$ cat src/rtl/hmbx_pkg.sv
package hmbx_pkg;

    localparam int DW = 8;

    // status byte positions the master side decodes
    localparam int ST_OBF = 0;
    localparam int ST_IBF = 1;
    localparam int ST_A0  = 3;

    localparam logic [DW-1:0] USER_MASK = 8'hF4;
    localparam logic [DW-1:0] CTRL_MASK = 8'hDF;

    typedef struct packed {
        logic rw_style;
        logic bus_en;
        logic rsvd;
        logic ibf_irq_off;
        logic obe_irq_off;
        logic ibf_cmd_only;
        logic ibf_pin_en;
        logic obf_pin_en;
    } hmbx_ctrl_t;

    typedef enum logic [1:0] {
        SREG_DATA = 2'd0,
        SREG_STAT = 2'd1,
        SREG_CTRL = 2'd2,
        SREG_NONE = 2'd3
    } hmbx_sreg_e;

    typedef struct packed {
        logic rd;
        logic wr;
    } hmbx_acc_t;

    function automatic hmbx_acc_t decode_acc(logic rw_style, logic cs_n,
                                              logic rd_n, logic wr_n);
        hmbx_acc_t a;
        if (rw_style) begin
            a.rd = !cs_n && rd_n;
            a.wr = !cs_n && !rd_n;
        end else begin
            a.rd = !cs_n && !rd_n;
            a.wr = !cs_n && !wr_n && rd_n;
        end
        return a;
    endfunction

    function automatic logic [DW-1:0] pack_status(logic [DW-1:0] user, logic a0f,
                                                   logic ibf, logic obf);
        logic [DW-1:0] s;
        s = user & USER_MASK;
        s[ST_OBF] = obf;
        s[ST_IBF] = ibf;
        s[ST_A0]  = a0f;
        return s;
    endfunction

endpackage

$ cat src/rtl/hmbx_sync.sv
module hmbx_sync #(
    parameter int W = 12,
    parameter int STAGES = 2,
    parameter logic [W-1:0] RST_VAL = '0
) (
    input  logic         clk,
    input  logic         rst,
    input  logic [W-1:0] d,
    output logic [W-1:0] q
);
    generate
        for (genvar i = 0; i < STAGES; i++) begin : g_st
            logic [W-1:0] r;
            if (i == 0) begin : g_first
                always_ff @(posedge clk) begin
                    if (rst) r <= RST_VAL;
                    else     r <= d;
                end
            end else begin : g_next
                always_ff @(posedge clk) begin
                    if (rst) r <= RST_VAL;
                    else     r <= g_st[i-1].r;
                end
            end
        end
    endgenerate

    assign q = g_st[STAGES-1].r;
endmodule

$ cat src/rtl/hmbx_host_if.sv
module hmbx_host_if
    import hmbx_pkg::*;
(
    input  logic          clk,
    input  logic          rst,
    input  hmbx_ctrl_t    ctrl,
    input  logic          cs_n_s,
    input  logic          rd_n_s,
    input  logic          wr_n_s,
    input  logic          a0_s,
    input  logic [DW-1:0] din_s,
    output logic          rd_active,
    output logic          rd_done,
    output logic          wr_done,
    output logic          a0_held,
    output logic [DW-1:0] data_held
);
    hmbx_acc_t acc, acc_q;

    always_comb begin
        acc = decode_acc(ctrl.rw_style, cs_n_s, rd_n_s, wr_n_s);
        if (!ctrl.bus_en) acc = '0;
    end

    always_ff @(posedge clk) begin
        if (rst) begin
            acc_q     <= '0;
            a0_held   <= 1'b0;
            data_held <= '0;
        end else begin
            acc_q <= acc;
            if (acc.rd || acc.wr) a0_held <= a0_s;
            if (acc.wr)           data_held <= din_s;
        end
    end

    assign rd_active = acc.rd;
    assign rd_done   = acc_q.rd && !acc.rd;
    assign wr_done   = acc_q.wr && !acc.wr;
endmodule

$ cat src/rtl/hmbx_chan.sv
module hmbx_chan
    import hmbx_pkg::*;
(
    input  logic          clk,
    input  logic          rst,
    input  logic          s_we,
    input  logic          s_re,
    input  hmbx_sreg_e    s_addr,
    input  logic [DW-1:0] s_wdata,
    output logic [DW-1:0] s_rdata,
    input  logic          h_rd_done,
    input  logic          h_wr_done,
    input  logic          h_a0,
    input  logic [DW-1:0] h_data,
    output logic [DW-1:0] status,
    output logic [DW-1:0] out_data,
    output hmbx_ctrl_t    ctrl,
    output logic          obf,
    output logic          ibf,
    output logic          irq_obe,
    output logic          irq_ibf
);
    logic [DW-1:0] in_q, user_q;
    logic          a0f_q;

    always_ff @(posedge clk) begin
        if (rst) begin
            in_q     <= '0;
            out_data <= '0;
            user_q   <= '0;
            a0f_q    <= 1'b0;
            obf      <= 1'b0;
            ibf      <= 1'b0;
            ctrl     <= '0;
            irq_obe  <= 1'b0;
            irq_ibf  <= 1'b0;
        end else begin
            irq_obe <= h_rd_done && !h_a0 && obf && !ctrl.obe_irq_off;
            irq_ibf <= h_wr_done && !ctrl.ibf_irq_off && (!ctrl.ibf_cmd_only || h_a0);
            // master drain first, slave fill wins
            if (h_rd_done && !h_a0) obf <= 1'b0;
            if (s_we) begin
                case (s_addr)
                    SREG_DATA: begin
                        out_data <= s_wdata;
                        obf      <= 1'b1;
                    end
                    SREG_STAT: user_q <= s_wdata & USER_MASK;
                    SREG_CTRL: ctrl   <= hmbx_ctrl_t'(s_wdata & CTRL_MASK);
                    default: ;
                endcase
            end
            // slave drain first, master fill wins
            if (s_re && s_addr == SREG_DATA) ibf <= 1'b0;
            if (h_wr_done) begin
                in_q  <= h_data;
                ibf   <= 1'b1;
                a0f_q <= h_a0;
            end
        end
    end

    assign status = pack_status(user_q, a0f_q, ibf, obf);

    always_comb begin
        case (s_addr)
            SREG_DATA: s_rdata = in_q;
            SREG_STAT: s_rdata = status;
            SREG_CTRL: s_rdata = ctrl;
            default:   s_rdata = '0;
        endcase
    end
endmodule

$ cat src/rtl/hmbx_top.sv
module hmbx_top
    import hmbx_pkg::*;
#(
    parameter int NCH = 2,
    parameter int SYNC_STAGES = 2,
    localparam int CHW = (NCH > 1) ? $clog2(NCH) : 1
) (
    input  logic           clk,
    input  logic           rst,
    input  logic [NCH-1:0] h_cs_n,
    input  logic           h_rd_n,
    input  logic           h_wr_n,
    input  logic           h_a0,
    input  logic [DW-1:0]  h_din,
    output logic [DW-1:0]  h_dout,
    output logic           h_doe,
    input  logic [CHW-1:0] s_ch,
    input  logic [1:0]     s_addr,
    input  logic           s_we,
    input  logic           s_re,
    input  logic [DW-1:0]  s_wdata,
    output logic [DW-1:0]  s_rdata,
    output logic [NCH-1:0] obf_o,
    output logic [NCH-1:0] ibf_o,
    output logic [NCH-1:0] irq_obe,
    output logic [NCH-1:0] irq_ibf
);
    localparam int SW = NCH + 3 + DW;
    localparam logic [SW-1:0] PIN_IDLE = {{DW{1'b0}}, 1'b0, 1'b1, 1'b1, {NCH{1'b1}}};

    logic [SW-1:0]  pins_s;
    logic [NCH-1:0] cs_n_s;
    logic           rd_n_s, wr_n_s, a0_s;
    logic [DW-1:0]  din_s;

    hmbx_sync #(.W(SW), .STAGES(SYNC_STAGES), .RST_VAL(PIN_IDLE)) u_sync (
        .clk (clk),
        .rst (rst),
        .d   ({h_din, h_a0, h_wr_n, h_rd_n, h_cs_n}),
        .q   (pins_s)
    );
    assign {din_s, a0_s, wr_n_s, rd_n_s, cs_n_s} = pins_s;

    logic [NCH-1:0]           rd_act, rd_done, wr_done, a0_held;
    logic [NCH-1:0]           obf_q, ibf_q;
    logic [NCH-1:0][DW-1:0]   data_held, stat, outd, srd;
    hmbx_ctrl_t [NCH-1:0]     ctrl_q;

    generate
        for (genvar c = 0; c < NCH; c++) begin : g_ch
            logic sel;
            assign sel = (s_ch == CHW'(c));

            hmbx_host_if u_host (
                .clk       (clk),
                .rst       (rst),
                .ctrl      (ctrl_q[c]),
                .cs_n_s    (cs_n_s[c]),
                .rd_n_s    (rd_n_s),
                .wr_n_s    (wr_n_s),
                .a0_s      (a0_s),
                .din_s     (din_s),
                .rd_active (rd_act[c]),
                .rd_done   (rd_done[c]),
                .wr_done   (wr_done[c]),
                .a0_held   (a0_held[c]),
                .data_held (data_held[c])
            );

            hmbx_chan u_chan (
                .clk       (clk),
                .rst       (rst),
                .s_we      (s_we && sel),
                .s_re      (s_re && sel),
                .s_addr    (hmbx_sreg_e'(s_addr)),
                .s_wdata   (s_wdata),
                .s_rdata   (srd[c]),
                .h_rd_done (rd_done[c]),
                .h_wr_done (wr_done[c]),
                .h_a0      (a0_held[c]),
                .h_data    (data_held[c]),
                .status    (stat[c]),
                .out_data  (outd[c]),
                .ctrl      (ctrl_q[c]),
                .obf       (obf_q[c]),
                .ibf       (ibf_q[c]),
                .irq_obe   (irq_obe[c]),
                .irq_ibf   (irq_ibf[c])
            );

            assign obf_o[c] = obf_q[c] && ctrl_q[c].obf_pin_en;
            assign ibf_o[c] = ibf_q[c] && ctrl_q[c].ibf_pin_en;
        end
    endgenerate

    always_comb begin
        h_dout  = '0;
        s_rdata = '0;
        for (int c = 0; c < NCH; c++) begin
            if (rd_act[c]) h_dout |= a0_s ? stat[c] : outd[c];
            if (s_ch == CHW'(c)) s_rdata = srd[c];
        end
    end

    assign h_doe = |rd_act;
endmodule

$ cat config.mk
export PLATFORM = sky130hd
export DESIGN_NAME = hmbx_top
export DESIGN_NICKNAME = d
export VERILOG_FILES = /design/src/rtl/hmbx_pkg.sv /design/src/rtl/hmbx_sync.sv /design/src/rtl/hmbx_host_if.sv /design/src/rtl/hmbx_chan.sv /design/src/rtl/hmbx_top.sv
export SDC_FILE = /design/constraint.sdc
export NUM_CORES = 1
export LEC_CHECK = 0
export BUFFER_PORTS_ARGS = -buffer_cell sky130_fd_sc_hd__clkbuf_2
export CAP_MARGIN = 20
export CORE_MARGIN = 2
export CORE_UTILIZATION = 50
export CTS_CLUSTER_DIAMETER = 40
export DETAILED_ROUTE_END_ITERATION = 8
export PLACE_DENSITY = 0.7
export SYNTH_ARGS = -nofsm -noshare
export SYNTH_HDL_FRONTEND = slang
export SYNTH_SLANG_ARGS = --single-unit
export TNS_END_PERCENT = 20
$ cat constraint.sdc
create_clock -name clk -period 2.68 [get_ports clk]
set_input_delay 0.804 -clock clk [delete_from_list [all_inputs] [get_ports clk]]
set_output_delay 0.804 -clock clk [all_outputs]
set_load 0.005 [all_outputs]
---- Word-level counts from Yosys, hierarchy flattened ----
Cells that the tools add are included.
word-level totals
  register bits ........................... 114
  input bits .............................. 28
  output and inout port bits .............. 25
  logic and storage cells ................. 127
operators by class
  equality and inequality tests ........... 2
  multiplexer cells ....................... 21
  bitwise gates (word level) .............. 2
  reductions and logical operators ........ 62
operators with widths
  operator            number
  $pmux 8 s3          2
  $mux 8              5
  $logic_and 1x1->1   32
  $logic_not 1->1     16
  $reduce_and 2->1    6
  $mux 1              10
  $mux 2              4
  $or 8x8->8          1
  $logic_or 1x1->1    4
  $reduce_bool 2->1   2
  $eq 2x1->1 const B  1
  $eq 2x2->1 const B  1
  $logic_not 2->1     1
  $reduce_or 2->1     1
  $not 1->1           1

---- Logic depth before layout (Yosys ltp) ----
  depth after elaboration ................. 11
  gate-level depth with buffers ........... 7
  depth with buffers taken out ............ 4

---- Cells and area by module ----
From an unflattened synthesis, not the netlist that was laid out.
unflattened totals
  cell total of the unflattened synthesis .. 548
  area, all modules ....................... 5052.3 µm²
modules (own cells, without submodules)
  module        instances  cells each  area each (µm²)  seq. area each (µm²)
  hmbx_chan     2          165         1407.6           660.6
  hmbx_host_if  2          59          545.5            220.2
  hmbx_sync     1          54          706.9            520.5
  hmbx_top      1          46          439.2            0.0

---- Worst setup path before layout ----
Ideal clock, no wire load.
  kind .................................... input-to-output
  from .................................... input s_ch
  to ...................................... output s_rdata[5]
  arrival time ............................ 1.607 ns
  required time ........................... 1.876 ns
  path slack .............................. 0.269 ns
  cell stages on the path ................. 3
  path through ............................ buf_2 > mux4_2 > nor2b_1
between the ends
  longest elaborated chain between the ends .. 1
ends and longest elaborated chain
  element             RTL line         source
  start: declaration  hmbx_top.sv:17   input logic [CHW-1:0] s_ch,
  $mux 8              hmbx_top.sv:101  if (s_ch == CHW'(c)) s_rdata = srd[c];
  end: declaration    hmbx_top.sv:22   output logic [DW-1:0] s_rdata,
No other way between the ends.

---- Worst setup path after layout ----
  from .................................... input s_addr[1]
  to ...................................... output s_rdata[0]
between the ends
  longest elaborated chain between the ends .. 3
ends and longest elaborated chain
  element                                   RTL line         source
  start: declaration                        hmbx_top.sv:18   input logic [1:0] s_addr,
  $eq 2x2->1, or another cell as far along  hmbx_chan.sv:66  case (s_addr)
  $pmux 8 s3                                hmbx_chan.sv:66
  $mux 8 (*)                                hmbx_top.sv:101
Every way passes the cells marked *; elsewhere a longest branch is shown, timed or not.

==> impl_metrics.csv <==
group,metric,value,unit
setup_path,critPathCaptureType,"output pin",
placement,gp_congestion,0.920,
setup_path,critPathLaunchType,"input pin",
placement,io_buffers,52,
setup_path,required,1.88,ns
synthesis,yosys_warnings,0,
sta,tns,0,ns
flow_run,drv_cap,0,
layout,finalInstanceArea,0.00570,mm^2
synthesis,synth_compound_area_share,11.0,%
layout,diodes,0,
grt,overflow,0,
sta,layout_min_cycle_time,2.62,ns
synthesis,async_reset_ff_share,0,%
min_path,hp-class,"reg2reg",
layout,fillers,774,
synthesis,syn_area,0.00477,mm^2
pwr,seqPwrFrac,43.1,%
min_path,holdCritStartpoint,"u_sync.g_st[0].r[2]",
clocking,h-tree-depth,4,
synthesis,ys_ff_latch,114,
floorplan,die_width,102,um
routing,ant_nets,0,
synthesis,synth-edff-count,0,
routing,dr.first_iter.drc_count,288,
placement,place_hpwl,7760,um
grt,grt_pass1_wl,18100,um
pwr,comb_power_share,5.2,%
grt,grt_use_total,23.1,%
setup_path,arrival,1.82,ns
placement,dp_cells,669,
clocking,numCtsBuffers,17,
sta,hold_violations,0,
floorplan,die_h,102,um
sta,clock_skew,0.00751,ns
clocking,clkTransAtPathRegs,0.06,ns
sta,finalSetupViolCount,0,
floorplan,start_util,51.6,%
sta,slew_headroom,53.9,%
synthesis,avgSynthCellArea,9.21,um^2
sta,tightest_slew,0.687,ns
synthesis,synth_nets,546,
clocking,cts_tree,"built",
clocking,ctsHoldBuffers,0,
floorplan,core,0.00924,mm^2
synthesis,synthMuxAreaShare,14.1,%
synthesis,yosysUniqueCellTypes,35,
setup_path,worstPathMaxFanout,13,
pwr,power,4050,uW
layout,drive_above_1_share,20.6,%
grt,grt_max_degree,76,
synthesis,synth_top_family_by_area,"simple AND/OR/NAND/NOR gates",
synthesis,ys_seq_area_share,47.8,%
floorplan,die-area,0.0103,mm^2
setup_path,reg2reg_from,"u_sync.q[2]",
synthesis,synthSimpleGateAreaFrac,21.2,%
sta,rsz0062_at_grt,"no",
routing,wl_per_cell,16.4,um
routing,drc,0,
pwr,pwr_density_cell,710,mW/mm^2
clocking,cts-root-buf,"clkbuf_8",
placement,postPlaceCellArea,0.00509,mm^2
synthesis,syn_inst,518,
routing,dr_total_vias,3817,
synthesis,synth-main-ff-cell,"dfxtp_1",
clocking,clock-sinks,114,
routing,dr.pass1.iters,5,
pwr,p_clk_share,51.6,%
pwr,p_leak,0.00235,uW
sta,fmax,0.381,GHz
synthesis,synth_xor_area_share,0.367,%
grt,grt_pass1_vias,3535,
routing,routed_wl,11500,um
routing,via_per_inst,5.44,
clocking,clk_latency,0.50,ns
outcome,outcome,"finished, final reports clean",
grt,antenna_found_initial,0,
clocking,clockBufferDepth,2,
pwr,p_switching,975,uW
floorplan,ios,53,
layout,final_net_count,588,
floorplan,num_rows,35,
layout,stdcell_count,702,
pwr,vdd_drop_max,0.408,mV
synthesis,synthAdderAreaFrac,0,%
sta,drv_slew,0,
setup_path,startpoint,"s_addr[1]",
layout,area_growth,19.5,%
setup_path,crit_type,"in2out",
pwr,swShare,24.1,%
pwr,intPower,3070,uW
sta,finalCritPeriodShare,97.9,%
power groups by stage:
stage	Combinational (uW)	Clock (uW)	Sequential (uW)
6_report	212	2090	1750
5_1_grt	232	2180	1750
4_1_cts	204	2110	1750
3_5_place_dp	202	0	1780
2_1_floorplan	136	0	1780
3_3_place_gp	198	0	1780
synthesized netlist by cell type (8+ instances only):
cell	n	area, um^2
a21oi_1	32	160
buf_2	12	60.1
clkbuf_1	20	75.1
dfxtp_1	114	2280
inv_1	9	33.8
mux2i_1	65	651
nand2_1	40	150
nand2b_1	19	119
nand4b_1	19	166
nor2_1	62	233
nor2b_1	24	150
o21ai_0	20	100
o21ai_1	17	85.1
o22ai_1	8	50.1
or2_2	8	50.1
placed cells by master (no fill, tap or decap), drive strengths merged:
cell      instances
a2111oi           2
a21oi            32
a2bb2oi           7
a41oi             2
and2              6
and3              1
buf              15
bufinv            1
clkbuf           69
clkinv            4
clkinvlp          3
dfxtp           114
inv              16
mux2i            65
mux4              1
nand2            40
nand2b           19
nand3             4
nand4             1
nand4b           19
nor2             63
nor2b            24
nor3b             6
o21ai            37
o21bai            2
o22ai             8
or2              10
xnor2             2
worst max-delay path: stages:
cell and delay (ns):
clkbuf_4 0.16, buf_12 0.16, mux2i_1 0.18, nor2_1 0.05
a21oi_1 0.20, a21oi_1 0.13, clkbuf_2 0.12
routing by layer:
layer,part of all wire (%),GRT usage (%)
met4,3.2,10.2
met2,47,37.0
met1,42,30.1
met5,0,0
met3,6.9,5.04
final timing paths:
check	slack (ns)	to	cells past startpoint
setup / recovery	0.06	s_rdata[0]	7
hold / removal	0.41	u_sync.q[2]	1
setup reg to reg	0.77	g_ch[0].u_chan.irq_ibf	4
hold reg to reg	0.41	u_sync.q[2]	1
registers in the layout (all words and copies together), names as in the netlist, 4 cells and up:
signal and flops:
u_sync.q 13, g_ch.u_chan.ctrl 14, g_ch.u_host.acc_q 4, g_ch.u_host.data_held 16
g_ch.u_chan.user_q 10, g_ch.u_chan.in_q 16, u_sync.g_st.r 13, g_ch.u_chan.out_data 16
what timing repair did:
action | CTS | global route
resized for setup | 1 | 7
buffers inserted | 0 | 0
gates cloned | 0 | 1
endpoints found under the setup margin | 8 | 13
cell type report:
type / count / area [um^2] / area share (%)
Sequential cell: 114 / 2280 / 40.0
Multi-Input combinational cell: 351 / 2250 / 39.5
Inverter: 9 / 33.8 / 0.592
Tap cell: 129 / 161 / 2.83
Timing Repair Buffer: 67 / 408 / 7.15
Clock inverter: 15 / 148 / 2.59
Clock buffer: 17 / 414 / 7.26
logic make-up after synthesis:
family,after synthesis
buffers and inverters,53
and+or+nand+nor,193
xor gates and xnor gates,2
muxes,66
DFF,114
AOI/OAI and AO/OA,90
through the flow:
step / worst slack (ns) / utilization, % / hold WS [ns]
after floorplan: 0.269 / - / 0.389
after global placement: 0.0608 / 55.1 / 0.392
after detailed placement: 0.0484 / 55.1 / 0.392
after CTS: 0.0290 / 61.2 / 0.406
after global routing: 0.0118 / 61.7 / 0.417
final: 0.0561 / 61.7 / 0.405
Power figures use the tool's default switching activity.
